==> src/rtl/spi_reg_pkg.sv <==
package spi_reg_pkg;
  localparam int OPC_W   = 4;
  localparam int DELIM_W = 2;

  localparam logic [OPC_W-1:0] OPC_WRITE = 4'b0001;
  localparam logic [OPC_W-1:0] OPC_READ  = 4'b0010;

  typedef struct packed {
    logic wr;
    logic rd;
    logic bad;
  } cmd_t;
endpackage

==> src/rtl/spi_sync.sv <==
module spi_sync #(
  parameter int              WIDTH   = 3,
  parameter int              STAGES  = 2,
  parameter logic [WIDTH-1:0] RST_VAL = '0
) (
  input  logic             clk,
  input  logic             rst,
  input  logic [WIDTH-1:0] d,
  output logic [WIDTH-1:0] q
);
  logic [STAGES-1:0][WIDTH-1:0] stage;

  always_ff @(posedge clk) begin
    if (rst) begin
      for (int i = 0; i < STAGES; i++) stage[i] <= RST_VAL;
    end else begin
      stage[0] <= d;
      for (int i = 1; i < STAGES; i++) stage[i] <= stage[i-1];
    end
  end

  assign q = stage[STAGES-1];
endmodule

==> src/rtl/spi_edges.sv <==
module spi_edges (
  input  logic clk,
  input  logic rst,
  input  logic sclk_s,
  input  logic cs_s,
  output logic sclk_rise,
  output logic sclk_fall,
  output logic cs_fall,
  output logic cs_rise
);
  logic sclk_d;
  logic cs_d;

  always_ff @(posedge clk) begin
    if (rst) begin
      sclk_d <= 1'b0;
      cs_d   <= 1'b1;
    end else begin
      sclk_d <= sclk_s;
      cs_d   <= cs_s;
    end
  end

  assign sclk_rise = sclk_s & ~sclk_d;
  assign sclk_fall = ~sclk_s & sclk_d;
  assign cs_fall   = ~cs_s & cs_d;
  assign cs_rise   = cs_s & ~cs_d;
endmodule

==> src/rtl/spi_rx_frame.sv <==
module spi_rx_frame
  import spi_reg_pkg::*;
#(
  parameter int ADDR_W = 10,
  parameter int DATA_W = 16,
  localparam int HDR_W   = OPC_W + ADDR_W + DELIM_W,
  localparam int FRAME_W = HDR_W + DATA_W,
  localparam int CNT_W   = $clog2(FRAME_W + 1)
) (
  input  logic              clk,
  input  logic              rst,
  input  logic              sclk_rise,
  input  logic              cs_fall,
  input  logic              cs_rise,
  input  logic              sdi_s,
  output logic              active,
  output logic [CNT_W-1:0]  bits,
  output cmd_t              cmd,
  output logic              short_flag,
  output logic [ADDR_W-1:0] reg_addr,
  output logic [DATA_W-1:0] reg_wdata,
  output logic              reg_we
);
  localparam logic [CNT_W-1:0] FULL_CNT = CNT_W'(FRAME_W);
  localparam logic [CNT_W-1:0] LAST_OPC = CNT_W'(OPC_W - 1);
  localparam logic [CNT_W-1:0] LAST_HDR = CNT_W'(HDR_W - 1);
  localparam logic [CNT_W-1:0] LAST_BIT = CNT_W'(FRAME_W - 1);

  logic [FRAME_W-2:0] sh;
  logic [FRAME_W-1:0] nxt;
  logic [OPC_W-1:0]   opc;

  assign nxt = {sh, sdi_s};
  assign opc = nxt[OPC_W-1:0];

  always_ff @(posedge clk) begin
    if (rst) begin
      active     <= 1'b0;
      bits       <= '0;
      sh         <= '0;
      cmd        <= '0;
      short_flag <= 1'b0;
      reg_addr   <= '0;
      reg_wdata  <= '0;
      reg_we     <= 1'b0;
    end else begin
      reg_we <= 1'b0;
      if (cs_fall) begin
        active <= 1'b1;
        bits   <= '0;
        cmd    <= '0;
      end else if (cs_rise) begin
        active     <= 1'b0;
        short_flag <= (bits != FULL_CNT);
      end else if (active && sclk_rise && bits != FULL_CNT) begin
        sh   <= nxt[FRAME_W-2:0];
        bits <= bits + 1'b1;
        if (bits == LAST_OPC) begin
          cmd.wr  <= (opc == OPC_WRITE);
          cmd.rd  <= (opc == OPC_READ);
          cmd.bad <= (opc != OPC_WRITE) && (opc != OPC_READ);
        end
        if (bits == LAST_HDR && !cmd.bad) begin
          reg_addr <= nxt[DELIM_W +: ADDR_W];
        end
        if (bits == LAST_BIT && cmd.wr) begin
          reg_wdata <= nxt[DATA_W-1:0];
          reg_we    <= 1'b1;
        end
      end
    end
  end
endmodule

==> src/rtl/spi_tx_shift.sv <==
module spi_tx_shift
  import spi_reg_pkg::*;
#(
  parameter int ADDR_W = 10,
  parameter int DATA_W = 16,
  localparam int HDR_W   = OPC_W + ADDR_W + DELIM_W,
  localparam int FRAME_W = HDR_W + DATA_W,
  localparam int CNT_W   = $clog2(FRAME_W + 1)
) (
  input  logic              clk,
  input  logic              rst,
  input  logic              sclk_fall,
  input  logic              cs_fall,
  input  logic              cs_rise,
  input  logic              short_flag,
  input  cmd_t              cmd,
  input  logic [DATA_W-1:0] reg_rdata,
  output logic              sdo
);
  localparam logic [CNT_W-1:0] FULL_CNT = CNT_W'(FRAME_W);
  localparam logic [CNT_W-1:0] LAST_BIT = CNT_W'(FRAME_W - 1);
  localparam logic [CNT_W-1:0] LAST_HDR = CNT_W'(HDR_W - 1);

  logic              tact;
  logic [CNT_W-1:0]  tcnt;
  logic              par;
  logic [DATA_W-1:0] rd_sh;
  logic              past_end;
  logic              in_err;
  logic              at_data0;

  // tcnt counts falling edges seen; the bit driven next has index tcnt+1
  assign past_end = (tcnt >= LAST_BIT);
  assign in_err   = (tcnt < LAST_HDR);
  assign at_data0 = (tcnt == LAST_HDR);

  always_ff @(posedge clk) begin
    if (rst) begin
      tact  <= 1'b0;
      tcnt  <= '0;
      par   <= 1'b0;
      rd_sh <= '0;
      sdo   <= 1'b0;
    end else if (cs_fall) begin
      tact <= 1'b1;
      tcnt <= '0;
      par  <= 1'b0;
      sdo  <= short_flag;
    end else if (cs_rise) begin
      tact <= 1'b0;
      sdo  <= 1'b0;
    end else if (tact && sclk_fall) begin
      par <= ~par;
      if (tcnt != FULL_CNT) tcnt <= tcnt + 1'b1;
      if (cmd.bad || past_end) begin
        sdo <= par;
      end else if (in_err) begin
        sdo <= short_flag & par;
      end else if (at_data0) begin
        sdo   <= cmd.rd & reg_rdata[DATA_W-1];
        rd_sh <= {reg_rdata[DATA_W-2:0], 1'b0};
      end else begin
        sdo   <= cmd.rd & rd_sh[DATA_W-1];
        rd_sh <= {rd_sh[DATA_W-2:0], 1'b0};
      end
    end
  end
endmodule

==> src/rtl/spi_reg_port.sv <==
module spi_reg_port
  import spi_reg_pkg::*;
#(
  parameter int ADDR_W      = 10,
  parameter int DATA_W      = 16,
  parameter int SYNC_STAGES = 2,
  localparam int HDR_W   = OPC_W + ADDR_W + DELIM_W,
  localparam int FRAME_W = HDR_W + DATA_W,
  localparam int CNT_W   = $clog2(FRAME_W + 1)
) (
  input  logic              clk,
  input  logic              rst,
  input  logic              sclk,
  input  logic              cs_n,
  input  logic              sdi,
  output logic              sdo,
  output logic [ADDR_W-1:0] reg_addr,
  output logic [DATA_W-1:0] reg_wdata,
  output logic              reg_we,
  input  logic [DATA_W-1:0] reg_rdata
);
  logic [2:0]       pins_s;
  logic             sclk_s, cs_s, sdi_s;
  logic             sclk_rise, sclk_fall, cs_fall, cs_rise;
  logic             rx_active;
  logic [CNT_W-1:0] rx_bits;
  cmd_t             cmd;
  logic             short_flag;

  spi_sync #(.WIDTH(3), .STAGES(SYNC_STAGES), .RST_VAL(3'b010)) u_sync (
    .clk(clk), .rst(rst), .d({sclk, cs_n, sdi}), .q(pins_s)
  );

  assign sclk_s = pins_s[2];
  assign cs_s   = pins_s[1];
  assign sdi_s  = pins_s[0];

  spi_edges u_edges (
    .clk(clk), .rst(rst), .sclk_s(sclk_s), .cs_s(cs_s),
    .sclk_rise(sclk_rise), .sclk_fall(sclk_fall),
    .cs_fall(cs_fall), .cs_rise(cs_rise)
  );

  spi_rx_frame #(.ADDR_W(ADDR_W), .DATA_W(DATA_W)) u_rx (
    .clk(clk), .rst(rst), .sclk_rise(sclk_rise), .cs_fall(cs_fall),
    .cs_rise(cs_rise), .sdi_s(sdi_s), .active(rx_active), .bits(rx_bits),
    .cmd(cmd), .short_flag(short_flag), .reg_addr(reg_addr),
    .reg_wdata(reg_wdata), .reg_we(reg_we)
  );

  spi_tx_shift #(.ADDR_W(ADDR_W), .DATA_W(DATA_W)) u_tx (
    .clk(clk), .rst(rst), .sclk_fall(sclk_fall), .cs_fall(cs_fall),
    .cs_rise(cs_rise), .short_flag(short_flag), .cmd(cmd),
    .reg_rdata(reg_rdata), .sdo(sdo)
  );
endmodule

==> config.mk <==
export PLATFORM = sky130hd
export DESIGN_NAME = spi_reg_port
export DESIGN_NICKNAME = d
export VERILOG_FILES = /design/src/rtl/spi_reg_pkg.sv /design/src/rtl/spi_sync.sv /design/src/rtl/spi_edges.sv /design/src/rtl/spi_rx_frame.sv /design/src/rtl/spi_tx_shift.sv /design/src/rtl/spi_reg_port.sv
export SDC_FILE = /design/constraint.sdc
export NUM_CORES = 1
export LEC_CHECK = 0
export ABC_AREA = 1
export BUFFER_PORTS_ARGS = -buffer_cell sky130_fd_sc_hd__buf_2
export CORE_UTILIZATION = 57
export CTS_BUF_LIST = sky130_fd_sc_hd__clkbuf_8 sky130_fd_sc_hd__clkbuf_16
export CTS_CLUSTER_DIAMETER = 100
export CTS_CLUSTER_SIZE = 16
export DETAILED_ROUTE_END_ITERATION = 6
export PLACE_DENSITY = 0.79
export SLEW_MARGIN = 20
export SYNTH_ARGS = -nofsm -noshare
export SYNTH_HDL_FRONTEND = slang
export SYNTH_SLANG_ARGS = --single-unit
==> constraint.sdc <==
create_clock -name clk -period 2.14 [get_ports clk]
set_input_delay 0.107 -clock clk [delete_from_list [all_inputs] [get_ports clk]]
set_output_delay 0.107 -clock clk [all_outputs]
set_load 0.01 [all_outputs]
# After elaboration in Yosys (flattened, before gate mapping)

Index checks and enable logic that the tools add are counted.
Widths: inputs -> output; s select.

Input port bits: 21
Output and inout bits: 28
Logic and storage cells: 80
Register bits after elaboration: 85

Equal/unequal tests: 10
Muxes and demuxes: 10
Reductions and logical operators: 21
Add/subtract/negate cells: 2
$lt $le $gt $ge: 2
Bitwise operators: 17

Operator list:

| operator            | count |
|---|---|
| $mux 16             | 1 |
| $add 6x1->6 const B | 2 |
| $eq 6x4->1 const B  | 2 |
| $ne 6x6->1 const B  | 2 |
| $not 1->1           | 10 |
| $mux 1              | 9 |
| $reduce_and 3->1    | 3 |
| $reduce_and 4->1    | 2 |
| $and 1x1->1         | 7 |
| $eq 6x2->1 const B  | 1 |
| $eq 6x5->1 const B  | 1 |
| $ge 6x5->1 const B  | 1 |
| $logic_and 1x1->1   | 6 |
| $lt 6x4->1 const B  | 1 |
| $reduce_and 2->1    | 3 |
| $reduce_and 5->1    | 1 |
| $eq 4x1->1 const B  | 1 |
| $eq 4x2->1 const B  | 1 |
| $ne 4x1->1 const B  | 1 |
| $ne 4x2->1 const B  | 1 |
| $reduce_or 4->1     | 1 |
| $reduce_bool 3->1   | 1 |
| $reduce_bool 2->1   | 1 |
| $reduce_or 2->1     | 1 |
| other kinds (2)     | 2 |

# Depth between registers and ports, before layout

Depth in word-level cells: 7
Mapped depth: 10
Depth with buffers taken out: 10

# Modules after synthesis

From an unflattened synthesis, not the netlist that was laid out.

Cell total of the unflattened synthesis: 516
Area, all modules: 3791.1 um2

Modules (own cells, without submodules):

| module       | seq. area each (um2) | cells an instance | instances | area each (um2) |
|---|---|---|---|---|
| spi_rx_frame | 1061.0               | 300               | 1         | 2285.9 |
| spi_tx_shift | 480.5                | 181               | 1         | 1232.4 |
| spi_sync     | 120.1                | 22                | 1         | 191.4 |
| spi_edges    | 40.0                 | 13                | 1         | 81.3 |

# Least setup slack after synthesis

Ideal clock, no wire load.

Path type: register to register
From: register u_edges.cs_d
To: register u_rx.reg_addr[1]
Buffers on the path: 1
Required time: 2024 ps
Path slack: 660 ps
Stages on the path, launching flop included: 9
Data arrival time: 1364 ps
Path through: dfxtp_1 > inv_1 > ha_1 > inv_1 > nor2_4 > nand2_1 > buf_2 > o21ai_0 > nor2_1

Cells in the longest elaborated chain, start to end: 4

RTL lines:

| item                                  | RTL line           | RTL |
|---|---|---|
| from (decl)                           | spi_edges.sv:12    | `logic cs_d;` |
| from (signal assigned)                | spi_edges.sv:20    | `cs_d <= cs_s;` |
| $not 1->1                             | spi_edges.sv:27    | `assign cs_rise = cs_s & ~cs_d;` |
| $and 1x1->1                           | spi_edges.sv:27    |  |
| $not 1->1 (no source line)            | n/a                |  |
| $reduce_and 4->1 (no source line) (*) | n/a                |  |
| to (signal assigned)                  | spi_rx_frame.sv:64 | `reg_addr <= nxt[DELIM_W +: ADDR_W];` |
| to (decl)                             | spi_rx_frame.sv:20 | `output logic [ADDR_W-1:0] reg_addr,` |

Mark *: on every way between the ends. The rest lies on a longest branch, timed or not.
A chain may end at the register's enable or synchronous reset.

# Final worst setup path

From: register u_edges.cs_d
To: register u_rx.reg_addr[0]

The elaborated chain is that of the path after synthesis.

==> results.cfg <==
[outcome]
outcome = finished, final reports clean

[placed_design]
globalplace.congestion = 0.859
dp_cells = 564
hpwl_um = 4710
io_buffer_count = 48
placement.cell_area_um2 = 3780

[cts]
clk_latency_ns = 0.35
cts_repair_resize_count = 0
tritoncts_clock_tree = yes
cts.clk_slew.worst_paths_ns = 0.09
ctsHoldBuffers = 3
cts.sinks = 84
cts.htree.levels = 3
cts-root-to-sink-buffers = 2
ctsRootBufferMaster = sky130_fd_sc_hd__clkbuf_8
cts_setup_buffers = 0
numCtsBuffers = 9

[setup_path]
r2r_slack_ns = 0.34
worst_setup_path_end_kind = flip-flop
timing.setup.critical_path_class = flip-flop to flip-flop
data_arrival_time_of_the_critical_path_ns = 2.04
timing.critical_path.required_ns = 2.38
setup.worst_path.start_class = flip-flop
largest_fanout_on_the_critical_path = 11

[timing]
setup_tns_ns = 0
hold_vio_cnt_final = 0
final-setup-viol-count = 0
maxSlewHeadroom_pct = 66.0
unrepaired_setup_endpoints_after_global_routing = no
min_period_ns = 1.80
worstMarginPinSlew_ns = 0.506
drv_slew = 0
max_clock_freq_mhz = 555
layout_worst_path_cycle_share_pct = 84.3
fin_worst_skew_ns = 0.0110

[run]
max-cap-violations = 0

[synth]
average_cell_area_after_synthesis_um2 = 7.75
synth-warning-count = 0
synthesis.area_um2 = 3530
synth_adder_area_share_pct = 2.13
synth_top_family_by_area = simple AND/OR/NAND/NOR gates
yosysSeqAreaShare_pct = 47.7
synth_simple_gate_area_share_pct = 19.9
post_synth_mux_area_share_pct = 0
synth_compound_area_share_pct = 19.4
synthDistinctLibCells = 34
synth.net_count = 482
synth_cells = 455
synth-xor-area-share_pct = 0.497
ys_ff_latch = 84

[die]
chipHeight_um = 80.7
die_area_um2 = 6500
core.rowCount = 28
chipWidth_um = 80.7
initial_core_util_pct = 59.2
io_pins = 49
placeableCoreArea_um2 = 5960

[finish]
final_cells = 583
nFillCells = 495
drive_above_1_share_pct = 21.1
nNetsFinal = 530
layout.cell_area.non_filler_um2 = 4050
antennaDiodeCount = 0
layout.area.seq_um2 = 1680
multiInputGateArea_um2 = 1480
area_growth_syn_to_layout_pct = 14.8

[detailed_routing]
vias = 2934
drtPass1Iterations = 4
ant_nets = 0
dr.first_iter.drc_count = 104
wirelength_um = 6820
vias_per_cell = 5.03
wl_per_cell_um = 11.7
detail_route.drc_violations = 0

[grt]
first_pass_grt_wire_length_um = 11200
overflow_after_grt = 0
grt.total_usage_pct = 22.3
grt_pass1_vias = 2584
antenna_violations_before_repair = 0
grt_max_degree = 50

[power_and_ir_drop]
peakVddDrop_mv = 0.444
power-per-cell-area_nw_per_um2 = 738
power_leakage_uw = 0.00173

[min_path]
min-delay-path-class = input port to flip-flop
==> sequential cells by signal (all words and copies together), names as in the netlist, 3 cells and up <==
| signal | flops |
|---|---|
| u_rx.bits | 6 |
| u_rx.cmd | 3 |
| u_rx.reg_addr | 10 |
| u_rx.reg_wdata | 16 |
| u_rx.sh | 15 |
| u_sync.q | 3 |
| u_sync.stage | 3 |
| u_tx.rd_sh | 15 |
| u_tx.tcnt | 6 |
==> area by class of cell <==
type                    count  area share [%]
inverters                  60            5.60
well taps                  75            2.32
clock buffers              10            3.40
multi-input cells         292            36.6
clock inverters             6            2.32
repair buffers             56            8.23
flip-flops and latches     84            41.6
==> metal layers <==
layer | up-vias | wire, µm | track usage, %
met5 | - | 0 | 0
met1 | 1293 | 3300 | 29.2
met2 | 67 | 3090 | 35.7
met4 | 0 | 74 | 6.25
li1 | 1567 | - | -
met3 | 7 | 361 | 6.14
==> Yosys cell counts (all sizes together) <==
library cell   n  area, µm²
a22oi          1       7.51
clkinv         1       5.00
nand3         15       85.1
nand2         53        229
clkbuf         6       26.3
nor2          80        315
xor2           2       17.5
inv           59        221
nor3           6       30.0
or2            2       12.5
o31ai          1       7.51
a21oi         37        208
buf           13        111
dfxtp         84       1680
o21ai         82        440
a211oi         2       15.0
nand4          4       31.3
a31oi          1       6.26
ha             6       75.1
==> worst paths after layout <==
path | start | end | depth (start not counted)
worst max-delay path | u_edges.cs_d | u_rx.reg_addr[0] | 8
worst min-delay path | rst | u_rx.sh[14] | 2
worst max register to register | u_edges.cs_d | u_rx.reg_addr[0] | 8
worst min register to register | u_sync.stage[2] | u_sync.q[2] | 2
==> cell families (layout without fill, tap and decap cells) <==
kind of cell             after synthesis  count (layout)
AO/OA/AOI/OAI                        124             124
buffers and inverters                 79             132
XOR/XNOR                               2               2
adder cells (fa/ha/maj)                6               6
AND/OR/NAND/NOR                      160             160
flip-flops                            84              84
==> per-stage QoR <==
step / power (µW) / worst slack (ns) / hold slack, ns / utilization [%]
final: 2980 / 0.337 / 0.0745 / 67.9
after global routing: 3090 / 0.198 / 0.0753 / 67.9
after CTS: 3010 / 0.334 / 0.0634 / 67.9
after detailed placement: 1730 / 0.429 / 0.296 / 63.6
after global placement: 1720 / 0.502 / 0.290 / 63.6
after floorplan: 1690 / 0.660 / 0.211 / -
==> layout by cell type (no fill, tap or decap), drive strengths merged <==
master and count:
dfxtp 84, o21ai 82, nor2 80, inv 62
buf 53, nand2 53, a21oi 37, nand3 15
clkbuf 10, nor3 6, ha 6, nand4 4
dlygate4sd3 3, xor2 2, a211oi 2, or2 2
bufinv 2, clkinv 1, a31oi 1, a22oi 1
o31ai 1, clkinvlp 1
==> report_power, final <==
group | internal, µW | switching, µW | total [µW]
sequential | 1580 | 8.88 | 1580
clock | 702 | 587 | 1290
combinational | 45.2 | 66.1 | 111
==> worst max-delay path, stage by stage (launching register included) <==
cell	delay, ns
sky130_fd_sc_hd__dfxtp_1	0.35
sky130_fd_sc_hd__inv_1	0.05
sky130_fd_sc_hd__ha_1	0.35
sky130_fd_sc_hd__inv_1	0.17
sky130_fd_sc_hd__nor2_4	0.07
sky130_fd_sc_hd__nand2_1	0.27
sky130_fd_sc_hd__inv_2	0.15
sky130_fd_sc_hd__o21ai_0	0.22
sky130_fd_sc_hd__nor2_1	0.06
Power figures use the tool's default switching activity.
